### src/rtl/psw_div_pkg.sv
package psw_div_pkg;
  localparam int unsigned PRESC_HI = 16;
  localparam int unsigned PROG_W   = 5;
  localparam int unsigned SWAL_W   = 4;
endpackage

### src/rtl/psw_prescaler.sv
module psw_prescaler #(
  parameter int unsigned N_HI = 16,
  localparam int unsigned PW  = $clog2(N_HI)
) (
  input  logic          clk,
  input  logic          rst_n,
  input  logic          run,
  input  logic          short_mode,
  output logic          tick,
  output logic [PW-1:0] cnt
);
  localparam logic [PW-1:0] LAST_LONG  = PW'(N_HI - 1);
  localparam logic [PW-1:0] LAST_SHORT = PW'(N_HI - 2);

  logic [PW-1:0] cnt_q, cnt_d;
  logic [PW-1:0] last_val;

  always_comb begin
    last_val = short_mode ? LAST_SHORT : LAST_LONG;
    tick     = run && (cnt_q == last_val);
    cnt_d    = cnt_q;
    if (run) begin
      if (tick) cnt_d = '0;
      else      cnt_d = cnt_q + PW'(1);
    end
  end

  always_ff @(posedge clk or negedge rst_n) begin
    if (!rst_n) cnt_q <= '0;
    else        cnt_q <= cnt_d;
  end

  assign cnt = cnt_q;
endmodule

### src/rtl/psw_term_counter.sv
module psw_term_counter #(
  parameter int unsigned W = 4
) (
  input  logic         clk,
  input  logic         rst_n,
  input  logic         clr,
  input  logic         en,
  input  logic [W-1:0] last_val,
  output logic [W-1:0] cnt,
  output logic         full
);
  logic [W-1:0] cnt_q, cnt_d;

  always_comb begin
    full  = en && (cnt_q == last_val);
    cnt_d = cnt_q;
    if (clr)       cnt_d = '0;
    else if (full) cnt_d = '0;
    else if (en)   cnt_d = cnt_q + W'(1);
  end

  always_ff @(posedge clk or negedge rst_n) begin
    if (!rst_n) cnt_q <= '0;
    else        cnt_q <= cnt_d;
  end

  assign cnt = cnt_q;
endmodule

### src/rtl/psw_mode_latch.sv
module psw_mode_latch (
  input  logic clk,
  input  logic rst_n,
  input  logic load,
  input  logic load_val,
  input  logic clr,
  output logic q
);
  logic q_q, q_d;

  always_comb begin
    q_d = q_q;
    if (load)     q_d = load_val;
    else if (clr) q_d = 1'b0;
  end

  always_ff @(posedge clk or negedge rst_n) begin
    if (!rst_n) q_q <= 1'b1;
    else        q_q <= q_d;
  end

  assign q = q_q;
endmodule

### src/rtl/psw_divider.sv
module psw_divider
  import psw_div_pkg::*;
#(
  parameter int unsigned N_HI = PRESC_HI,
  parameter int unsigned P_W  = PROG_W,
  parameter int unsigned S_W  = SWAL_W,
  localparam int unsigned PW  = $clog2(N_HI)
) (
  input  logic           clk,
  input  logic           rst_n,
  input  logic [P_W-1:0] prog_val,
  input  logic [S_W-1:0] swal_val,
  input  logic           frac_inc,
  output logic           div_out
);
  logic           armed_q, armed_d;
  logic [P_W-1:0] p_q, p_d;
  logic [S_W-1:0] s_eff_q, s_eff_d, s_eff_in;
  logic           div_q, div_d;
  logic           load, s_nz;
  logic           mode_q;
  logic           pre_tick;
  logic [PW-1:0]  pre_cnt;
  logic [S_W-1:0] sw_cnt, sw_last;
  logic [P_W-1:0] prog_cnt, prog_last;
  logic           sw_full, prog_full;

  always_comb begin
    s_eff_in  = (swal_val == '0) ? '0 : (swal_val - S_W'(frac_inc));
    s_nz      = (s_eff_in != '0);
    load      = !armed_q || prog_full;
    sw_last   = s_eff_q - S_W'(1);
    prog_last = p_q - P_W'(1);
    armed_d   = 1'b1;
    p_d       = load ? prog_val : p_q;
    s_eff_d   = load ? s_eff_in : s_eff_q;
    div_d     = prog_full;
  end

  always_ff @(posedge clk or negedge rst_n) begin
    if (!rst_n) begin
      armed_q <= 1'b0;
      p_q     <= '0;
      s_eff_q <= '0;
      div_q   <= 1'b0;
    end else begin
      armed_q <= armed_d;
      p_q     <= p_d;
      s_eff_q <= s_eff_d;
      div_q   <= div_d;
    end
  end

  psw_prescaler #(.N_HI(N_HI)) presc_i (
    .clk(clk), .rst_n(rst_n), .run(armed_q), .short_mode(mode_q),
    .tick(pre_tick), .cnt(pre_cnt)
  );

  psw_term_counter #(.W(S_W)) swal_i (
    .clk(clk), .rst_n(rst_n), .clr(load), .en(pre_tick && mode_q),
    .last_val(sw_last), .cnt(sw_cnt), .full(sw_full)
  );

  psw_term_counter #(.W(P_W)) prog_i (
    .clk(clk), .rst_n(rst_n), .clr(load), .en(pre_tick),
    .last_val(prog_last), .cnt(prog_cnt), .full(prog_full)
  );

  psw_mode_latch latch_i (
    .clk(clk), .rst_n(rst_n), .load(load), .load_val(s_nz),
    .clr(sw_full), .q(mode_q)
  );

  assign div_out = div_q;
endmodule

### config.mk
export PLATFORM = sky130hd
export DESIGN_NAME = psw_divider
export DESIGN_NICKNAME = d
export VERILOG_FILES = /design/src/rtl/psw_div_pkg.sv /design/src/rtl/psw_prescaler.sv /design/src/rtl/psw_term_counter.sv /design/src/rtl/psw_mode_latch.sv /design/src/rtl/psw_divider.sv
export SDC_FILE = /design/constraint.sdc
export NUM_CORES = 1
export LEC_CHECK = 0
export ABC_CLOCK_PERIOD_IN_PS = 4900
export BUFFER_PORTS_ARGS = -buffer_cell sky130_fd_sc_hd__buf_2
export CORE_MARGIN = 2
export CORE_UTILIZATION = 62
export DETAILED_ROUTE_END_ITERATION = 8
export PLACE_DENSITY = 0.83
export REMOVE_ABC_BUFFERS = 1
export SLEW_MARGIN = 0
export SYNTH_ARGS = -nofsm -noshare
export SYNTH_HDL_FRONTEND = slang
export SYNTH_SLANG_ARGS = --single-unit
export TNS_END_PERCENT = 20
### constraint.sdc
create_clock -name clk -period 4.9 [get_ports clk]
set_input_delay 0.49 -clock clk [delete_from_list [all_inputs] [get_ports clk]]
set_output_delay 0.49 -clock clk [all_outputs]
set_load 0.02 [all_outputs]
==> qor.csv, run 1 <==
metric;value;unit
post_cts_buffers;0;
period_needed;2.525;ns
rsz0062_at_grt;no;
tightestPinTransition;0.7782;ns
finalNonFillerCells;179;
combPwrFrac;32.9;%
clock_sinks;25;
hp-class;input port to asynchronous set/reset pin;
die_h;52.18;um
synth_edf_count;0;
setup_tns;0;ns
drtAntennaViolNets;0;
wire_per_inst;15.47;um
num_vias;1063;
syn_inst;138;
clkTransAtPathRegs;0.14;ns
drive_gt1_share;18.54;%
finClkSkew;0.005286;ns
cpPeakStageDelay;0.61;ns
overflow;0;
synth_top_cell_area_share;41.74;%
antenna_found_initial;0;
finalPower;0.5776;mW
outcome;complete, no violations;
placementRows;17;
p_sw;0.2102;mW
synth_flop_cell;dfrtp_1;
cts_buffers;3;
synth_cell_types;38;
power_density;374.7;nW/um^2
r2r_start;latch_i.q;
p_sw_share;36.40;%
yosysWarnings;0;
wirelength;2.769;mm
critPathSlowestCell;nor2_1;
seq_area_frac_synth;43.57;%
leakage;0.7016;nW
path_buf_inv;0;
power.share.clock;15.8;%
cts_resized;0;
cp_data_required_time;5.11;ns
fin_hold_ws;0.1279;ns
endpoint;p_q[0];
drc;0;
crit_fanout;14;
htree_levels;1;
slew_headroom;47.93;%
final-setup-viol-count;0;
finalHoldViolCount;0;
cts_buffer_depth;2;
hold_buffers;0;
synthTopCellsByArea;dfrtp_1, xor2_1, ha_1;
endpoint_kind;register;
syn_area_per_cell;10.43;um^2
fin_ws;2.375;ns
crit_arrival;2.74;ns
async_reset_ff_share;100.0;%
dieArea;2722;um^2
cp-start-kind;register;
place_congestion;0.7543;
gr-usage-all-layers;24.46;%
diodes;0;
finalMaxSlewViolations;0;
crit_chain;xnor2_1 -> nor2_1 -> a41oi_4 -> nor2_4 -> mux2_2;
viasPerCell;5.939;
fmax;396.0;MHz
r2r_cells;5;
initial_utilization;65.05;%
clk_latency;0.32;ns
cts_tree;yes;
nets;171;
max-vdd-ir-drop;262.2;uV
critical-path-top-delay-family;simple AND/OR/NAND/NOR gates;
dp.cells;175;
worstSetupStartpoint;latch_i.q;
io_pins;13;
syn_area;1439;um^2
grt_pass1_wl;4.823;mm
yosysTopAreaCell;dfrtp_1;
core-area;2212;um^2
p_int;0.3674;mW
grt_pass1_vias;1134;
power_frac_seq;51.2;%
grt_max_degree;26;
fp.dieW;52.18;um
min_period_over_period;51.53;%
syn_to_final_growth;7.131;%
drv_cap;0;
ys_seq_elements;25;
reg2reg_slack;2.38;ns
dpl.hpwl;2.088;mm
cts_root_buffer;clkbuf_4;
place_worst_setup_slack;2.447;ns
worst-path-stages;5;
rr_endpoint;p_q[0];
drtPass1Iterations;4;
first_iter_violations;28;
crit_type;register to register;
port_buffers;12;
-- final cells by class --
cell class / count / area (um^2)
clock buffers: 3 / 22.52
clock inverters: 1 / 5.005
fillers: 169 / 670.6
inverters: 7 / 26.28
multi-input cells: 103 / 765.7
flip-flops and latches: 25 / 626.9
well taps: 28 / 35.03
repair buffers: 12 / 60.06
-- layer usage --
| layer | part of all wire, % | up-vias | GRT usage (%) |
|---|---|---|---|
| met5 | 0 | - | 0 |
| li1 | - | 519 | - |
| met4 | 2.1 | 0 | 11.11 |
| met2 | 53 | 22 | 45.36 |
| met1 | 42 | 514 | 26.74 |
| met3 | 3.2 | 8 | 4.571 |
-- registers in the layout, indices dropped and copies added (netlist names) --
register     flops
p_q              5
prog_i.cnt       5
presc_i.cnt      4
s_eff_q          4
swal_i.cnt       4
armed_q          1
div_out          1
latch_i.q        1
-- worst reg2reg max path: cells and delay by family (launching register included) --
| kind | cells | cell delay [ns] |
|---|---|---|
| flip-flops | 1 | 0.58 |
| XOR/XNOR | 1 | 0.10 |
| AO/OA/AOI/OAI | 1 | 0.30 |
| multiplexers | 1 | 0.40 |
| AND/OR/NAND/NOR | 2 | 1.04 |
-- power by group through the flow --
stage,Combinational (mW),Sequential (mW),Clock (mW)
after floorplan,0.151,0.288,0
after global placement,0.174,0.297,0
after detailed placement,0.188,0.300,0
after CTS,0.191,0.296,0.0937
after global routing,0.214,0.304,0.101
final,0.190,0.296,0.0915
-- kinds of logic (layout without fill, tap and decap cells) --
| family | count (synthesis) | after routing | synth area share (%) |
|---|---|---|---|
| simple gates | 48 | 48 | 17.74 |
| flops | 25 | 25 | 43.57 |
| compound gates | 20 | 20 | 10.70 |
| xor+xnor | 18 | 18 | 10.96 |
| buf+inv | 10 | 23 | 3.217 |
| mux | 9 | 9 | 7.478 |
| fa+ha+maj | 7 | 7 | 6.087 |
| other cells | 1 | 1 | 0.2606 |
-- placed cells by master, fill, tap and decap left out, types with 5 or more instances in the layout --
cell type   n
o21ai_0     6
nor3_1      5
ha_1        7
nand4_1     5
xor2_1     11
buf_2      12
mux2_2      6
dfrtp_1    24
nand2_1    13
inv_1       7
xnor2_1     7
nor2_1      9
-- metrics by stage --
| stage | utilization (%) | cell area [um^2] |
|---|---|---|
| 2_1_floorplan | - | 1419 |
| 3_3_place_gp | 68.44 | 1514 |
| 3_5_place_dp | 68.44 | 1514 |
| 4_1_cts | 69.68 | 1541 |
| 5_1_grt | 69.68 | 1541 |
| 6_report | 69.68 | 1541 |
-- cell usage after synthesis, types with 2 or more instances --
cell type	instances
inv_1	7
nand2_1	13
xnor2_1	7
a21oi_1	3
dfrtp_1	24
o41ai_1	3
xor2_1	11
nand4_1	5
or3_1	3
o22ai_1	2
o21ai_0	6
nor3_1	5
ha_1	7
nand3_1	2
mux2_4	2
nor2_1	9
mux2_2	6
nand2b_1	3
-- worst min-delay path by stage --
stage                           to  cells past startpoint  slack [ns]
floorplan                  armed_q                      0        0.19
CTS                         p_q[2]                      1        0.14
detailed placement          p_q[2]                      1        0.50
global placement    presc_i.cnt[3]                      1        0.49
global route                p_q[2]                      1        0.17
finish                      p_q[2]                      1        0.13
Power figures use the tool's default switching activity.
==> run 2: changes to the inputs <==
ABC_CLOCK_PERIOD_IN_PS = 2029   (was 4900)
CORE_UTILIZATION = 52   (was 62)
PLACE_DENSITY = 0.74   (was 0.83)
clock period = 2.03 ns   (was 4.9 ns; I/O delays follow)
==> run 2 against run 1 <==
Compared with the run above: largest power group unchanged; maximum frequency increased by 32%; highest routed layer unchanged; power increased by 150%; clock skew increased by 0.0034 ns; non-clock buffer count increased by 5; critical path type unchanged; flip-flop and latch count unchanged; sequential power increased by 140%; register-to-register slack got worse by 2.3 ns; clock-buffer cell count increased by 1; setup slack got worse by 2.3 ns; critical path depth unchanged; worst hold slack got worse by 0.0087 ns; sequential share of layout area decreased by 1.8 points.
==> qor.csv, run 2 (synthesis gave the netlist of run 1 again) <==
metric;value;unit
final_common_cell;dfrtp_1;
overflow;0;
crit_fanout;7;
reg2reg_slack;0.12;ns
critPathSlowestCell;dfrtp_1;
cpPeakStageDelay;0.47;ns
cp-start-kind;register;
fin_ws;0.1162;ns
clkTransAtPathRegs;0.13;ns
crit_type;register to register;
rr_endpoint;p_q[0];
grt_pass1_vias;1105;
cts_buffers;3;
syn_to_final_growth;12.00;%
finClkSkew;0.008736;ns
port_buffers;12;
clk_latency;0.31;ns
placementRows;19;
htree_levels;1;
place_congestion;0.7572;
r2r_cells;5;
io_pins;13;
drv_cap;0;
finalMaxSlewViolations;0;
fmax;522.5;MHz
hp-class;input port to register;
gr-usage-all-layers;19.27;%
drc;0;
viasPerCell;5.807;
worstSetupStartpoint;prog_i.cnt[2];
cts_buffer_depth;2;
max-vdd-ir-drop;576.9;uV
finalHoldViolCount;0;
initial_utilization;53.56;%
dieArea;3204;um^2
cp_data_required_time;2.23;ns
cts_root_buffer;clkbuf_4;
grt_pass1_wl;4.926;mm
worst-path-stages;5;
leakage;0.7295;nW
crit_chain;nand2b_1 -> and3_1 -> o311a_4 -> nor2_4 -> mux2_2;
final-setup-viol-count;0;
endpoint_kind;register;
clock_sinks;25;
crit_arrival;2.12;ns
cts_tree;yes;
num_vias;1086;
drtPass1Iterations;4;
antenna_found_initial;0;
critical-path-top-delay-family;simple AND/OR/NAND/NOR gates;
fin_hold_ws;0.1192;ns
power_density;888.8;nW/um^2
grt_max_degree;26;
drtAntennaViolNets;0;
outcome;complete, no violations;
fp.dieW;56.61;um
rsz0062_at_grt;no;
endpoint;p_q[0];
r2r_start;prog_i.cnt[2];
die_h;56.61;um
diodes;0;
place_worst_setup_slack;0.04777;ns
min_period_over_period;94.28;%
nets;176;
first_iter_violations;35;
wirelength;2.810;mm
final_cell_mix;dfrtp_1, nand2_1, buf_2;
min-delay-start;prog_val[4];
period_needed;1.914;ns
path_buf_inv;0;
drive_gt1_share;21.15;%
core-area;2686;um^2
slew_headroom;55.72;%
wire_per_inst;15.03;um
tightestPinTransition;0.6581;ns
dpl.hpwl;2.089;mm
## run 2: worst min-delay path by stage
stage	to	depth (start not counted)
floorplan	armed_q	0
global placement	p_q[2]	1
detailed placement	p_q[2]	1
CTS	p_q[4]	2
global route	p_q[3]	2
finish	p_q[4]	2
## run 2: cell type report
type                       instances  area (um^2)
clock buffer                       4        26.28
sequential                        25        626.9
tap                               31        38.79
inverter                           7        26.28
multi-input combinational        103        793.3
timing repair buffer              17        100.1
fill                             232         1075
## run 2: worst register-to-register path, stage by stage, from the launching register on
cell and delay (ns):
dfrtp_1 0.47, nand2b_1 0.19, and3_1 0.18, o311a_4 0.36, nor2_4 0.23, mux2_2 0.36
## run 2: stage by stage
| step | instance area (um^2) | power, mW | cells | setup TNS, ns | utilization [%] |
|---|---|---|---|---|---|
| after floorplan | 1419 | 1.058 | 135 | -0.4702 | - |
| after CTS | 1584 | 1.409 | 187 | 0 | 58.97 |
| after global routing | 1612 | 1.540 | 187 | 0 | 59.99 |
| after global placement | 1548 | 1.161 | 182 | 0 | 57.62 |
| after detailed placement | 1548 | 1.188 | 182 | 0 | 57.62 |
| final | 1612 | 1.432 | 187 | 0 | 59.99 |
## run 2: where the power goes
group,leakage [nW],switching [mW],internal [mW]
clock,0.0150,0.140,0.0766
sequential,0.318,0.121,0.598
combinational,0.397,0.257,0.240
## run 2: repair_timing
item                       CTS  global route
buffers inserted             0             0
setup endpoints to repair    0            12
hold endpoints to repair    24             0
resized for setup            0             3
hold buffers                 1             0
## run 2: routing by layer
| layer | vias up | global-route usage, % | wire length [um] |
|---|---|---|---|
| met3 | 6 | 2.304 | 53 |
| li1 | 530 | - | - |
| met2 | 16 | 35.22 | 1421 |
| met1 | 534 | 23.74 | 1287 |
| met5 | - | 0 | 0 |
| met4 | 0 | 5.102 | 48 |
